[src/rtl/pchk_align.sv]
module pchk_align #(
  parameter int SYM_W  = 10,
  parameter int NCHUNK = 8
) (
  input  logic                    clk,
  input  logic                    rst,
  input  logic                    abort_i,
  input  logic                    step_i,
  input  logic                    dom_i,
  input  logic [SYM_W-1:0]        sym_i,
  input  logic [SYM_W*NCHUNK-1:0] pat_i,
  output logic                    locked_o,
  output logic                    mism_o
);
  localparam int IW = (NCHUNK > 1) ? $clog2(NCHUNK) : 1;
  localparam logic [IW-1:0] LAST = IW'(NCHUNK - 1);
  localparam logic [SYM_W-1:0] MASK_RAW = '1;
  localparam logic [SYM_W-1:0] MASK_DEC = {1'b0, {(SYM_W-1){1'b1}}};

  logic [SYM_W-1:0] chunk [NCHUNK];
  logic [IW-1:0]    idx_q;
  logic [SYM_W-1:0] mask, expect_sym;
  logic             hit0, hit;

  for (genvar g = 0; g < NCHUNK; g++) begin : g_chunk
    assign chunk[g] = pat_i[g*SYM_W +: SYM_W];
  end

  assign mask       = dom_i ? MASK_DEC : MASK_RAW;
  assign expect_sym = chunk[idx_q];
  assign hit0       = ((sym_i ^ chunk[0]) & mask) == '0;
  assign hit        = ((sym_i ^ expect_sym) & mask) == '0;
  assign mism_o     = step_i && locked_o && !abort_i && !hit;

  always_ff @(posedge clk) begin
    if (rst || abort_i) begin
      locked_o <= 1'b0;
      idx_q    <= '0;
    end else if (step_i) begin
      if (!locked_o) begin
        if (hit0) begin
          locked_o <= 1'b1;
          idx_q    <= (LAST == '0) ? '0 : IW'(1);
        end
      end else begin
        idx_q <= (idx_q == LAST) ? '0 : idx_q + IW'(1);
      end
    end
  end


  abort_no_lock_chk: assert property (@(posedge clk) disable iff (rst)
    abort_i |=> !locked_o);

  idx_hold_chk: assert property (@(posedge clk) disable iff (rst)
    (!step_i && !abort_i) |=> $stable(idx_q) && $stable(locked_o));

  lock_needs_step_chk: assert property (@(posedge clk) disable iff (rst)
    (!locked_o && !step_i) |=> !locked_o);
endmodule

[config.mk]
export PLATFORM = sky130hd
export DESIGN_NAME = pchk_align
export DESIGN_NICKNAME = d
export VERILOG_FILES = /design/src/rtl/pchk_align.sv
export SDC_FILE = /design/constraint.sdc
export NUM_CORES = 1
export LEC_CHECK = 0
export CAP_MARGIN = 10
export CORE_UTILIZATION = 63
export CTS_CLUSTER_SIZE = 12
export DETAILED_ROUTE_END_ITERATION = 8
export DONT_BUFFER_PORTS = 1
export GPL_TIMING_DRIVEN = 1
export PLACE_DENSITY = 0.79
export SLEW_MARGIN = 5
export SYNTH_ARGS = -nofsm -noshare
export SYNTH_HDL_FRONTEND = slang
export SYNTH_SLANG_ARGS = --single-unit
export TNS_END_PERCENT = 20
[constraint.sdc]
create_clock -name clk -period 2.7 [get_ports clk]
set_clock_uncertainty 0.05 [all_clocks]
set_input_delay 0.675 -clock clk [delete_from_list [all_inputs] [get_ports clk]]
set_output_delay 0.675 -clock clk [all_outputs]
set_load 0.05 [all_outputs]
==> results.md <==
* Status: complete, but fails checks
* Failing checks: design-rule violations, negative setup slack
* Met1 WL at 838 um
* Leakage at 0.3560 nW
* DR vias/cell at 7.603
* Routability cong. at 0.7278
* CTS Buf Count at 3
* Drt total wl at 2.756 mm
* Syn_area_per_cell at 11.29 sq um
* Synth Net Count at 195
* Worst-Skew Late Latency at 0.24 ns
* Max Slew Vio Count at 0
* Tot Pwr at 0.2066 mW
* DIE AREA at 0.001927 sq mm
* Starting DRT DRC Count at 21
* WL/cell at 22.78 um
* Pre-CTS setup slack at -0.08950 ns
* Actual slew at the worst max-slew pin at 0.3287 ns
* Initial antenna violation count at 0
* FP Rows at 14
* Period utilization at 109.2%
* # nets final at 204
* Setup CP Type: flop to primary output
* Via count at 920
* Critical Path Start Type: flop
* Layout cells sized above 1 at 31.43%
* Core Footprint at 0.001577 sq mm
* Diode count at 0
* Hold_ws at 0.4519 ns
* Largest net degree at the start of global routing at 15
* Non-filler cells, final at 121
* Final Cell Area at 0.001240 sq mm
* I/O Pins at 97
* WHS Endpoint: idx_q[0]$_SDFFE_PP0P_
* CTS hold repair buffers at 0
* Top Metal Used: met4
* Die width at 43.90 um
* Global-route wire length before repair at 4.071 mm
* Worst-path clk slew at 0.03 ns
* I/O Buffers at 0
* Most frequent cells in the layout: mux2i_1 (27), mux4_2 (12), xnor2_1 (12)
* Sequential area share after synthesis at 7.240%
* Setup TNS at -0.2482 ns
* RSZ-0062 raised after global routing: true
* All-Layer GR Usage at 30.23%
* Post-Synthesis Cell Area at 0.001106 sq mm
* Leading cell type in the layout, fill and taps excluded: mux2i_1
* Critical Path Sink Type: primary output
* Drt drc at 6
* Final setup fails at 1
* Detail Route met2 WL at 1.509 mm
* TritonCTS clock tree: done
* Routed Antenna Nets at 0
* Startpoint of the worst hold path: rst
* Yosys top cell area share at 25.34%
* Final WS setup at -0.2482 ns
* CTS Root Cell: clkbuf_4
* Met3 wire len at 294 um
* FILL cells at 102
* Chip height at 43.90 um
* Top post-synthesis cells by area: mux2i_1 (25%), mux4_2 (24%), xnor2_1 (9.5%), dfxtp_1 (7.2%), xor2_1 (6.3%)
* GRT overflow at 0
* Critical path required time at 1.98 ns
* Crit path from: idx_q[0]$_SDFFE_PP0P_
* Ys Warns at 0
* R2R depth at 8
* Reg2reg start: idx_q[0]$_SDFFE_PP0P_
* Dpl cells at 117
* First drt pass iteration count at 8
* Synth-to-Final Area Change at 12.10%
* Min-delay worst type: input pin to flop
* Finished Core Util at 78.65%
* Post-CTS setup buffer count at 0
* Cell variety after synth at 27
* Final hold vios at 0
* Synth Register Bits at 4
* Crit path time final at 2.948 ns
* CP max FO at 8
* Initial core utilization at 70.16%
* Worst VDD drop at 0.08182 mV
* DP Area at 0.001159 sq mm
* Critical path arrival at 2.22 ns
* HPWL after DPL at 2.271 mm
* WHS Path Cells at 1
* H-tree lvl count at 1
* Worst slew margin at 77.93%
* PD cells at 166.7 mW/mm^2
* Worst R2R End: idx_q[0]$_SDFFE_PP0P_
* Max-cap violation count at 0
* Vias in the first global route at 985
* Post-synthesis cell count at 98
* Upper clock frequency limit at 339.2 MHz
* Area leader, netlist: mux2i_1
* TritonCTS Sinks at 4
* R2R Setup Slk at 0.94 ns
* Deepest clock path buffer count at 2
==> logic make-up (layout without fill, tap and decap cells) <==
family                     after synthesis  in the layout  synth area share [%]
adders and majority gates                2              2                 2.262
DFF                                      4              4                 7.240
AOI/OAI and AO/OA                        7              7                 4.638
buffers and inverters                    7             14                 6.787
xor gates and xnor gates                20             20                 15.84
muxes                                   43             43                 55.54
and+or+nand+nor                         15             15                 7.691
==> repair_timing <==
action | in CTS | in global routing
setup endpoints to repair | 1 | 1
pin swaps | 2 | 4
resized for setup | 6 | 4
gates cloned | 1 | 0
==> report_power, final <==
group	switching, mW	internal, mW	leakage, nW	total [mW]
Sequential	0.0000417	0.0584	0.0330	0.0585
Combinational	0.0285	0.0428	0.309	0.0713
Clock	0.0270	0.0499	0.0138	0.0769
==> final cells by class <==
class	count	area (sq um)	share of cell area, %
repair buffers	11	142.6	11.50
flip-flops and latches	4	83.83	6.761
clock buffers	3	22.52	1.816
multi-input cells	87	970.9	78.30
well taps	16	20.02	1.615
==> flip-flops by register name, summed over array words and instances (netlist names) <==
register / count
idx_q: 3
locked_o: 1
==> worst max-delay path, stage by stage (launching register included) <==
cell and delay [ns]:
dfxtp_4 0.41, buf_8 0.16, mux4_2 0.50, mux2i_1 0.18
xnor2_1 0.22, nor3_4 0.08, a211oi_4 0.25, buf_12 0.17
==> worst max path at each step <==
stage	end	slack (ns)	cells past startpoint
finish	mism_o	-0.25	7
global route	mism_o	-0.31	8
CTS	mism_o	-0.24	8
detailed placement	mism_o	-0.09	8
global placement	mism_o	-0.04	7
floorplan	mism_o	-0.07	6
==> cell usage after synthesis <==
cell	number
xor2_1	8
nand3_1	1
a21oi_1	2
buf_4	1
nand3_2	1
buf_6	2
a22oi_1	1
ha_1	2
nor3_1	5
mux4_2	12
o21ai_0	1
mux4_1	2
a32oi_1	1
nand2_1	1
mux2_2	1
dfxtp_1	4
xnor2_1	12
buf_12	1
a211oi_2	1
mux2i_1	28
nor2_1	3
nand4_1	2
nor3b_1	1
buf_2	2
o211ai_1	1
nor3_2	1
buf_8	1
==> routing by layer <==
metal | GRT usage (%) | up-vias
met3 | 5.833 | 14
li1 | - | 403
met1 | 30.03 | 425
met4 | 16.97 | 0
met5 | 0 | -
met2 | 57.61 | 78
Power figures use the tool's default switching activity.
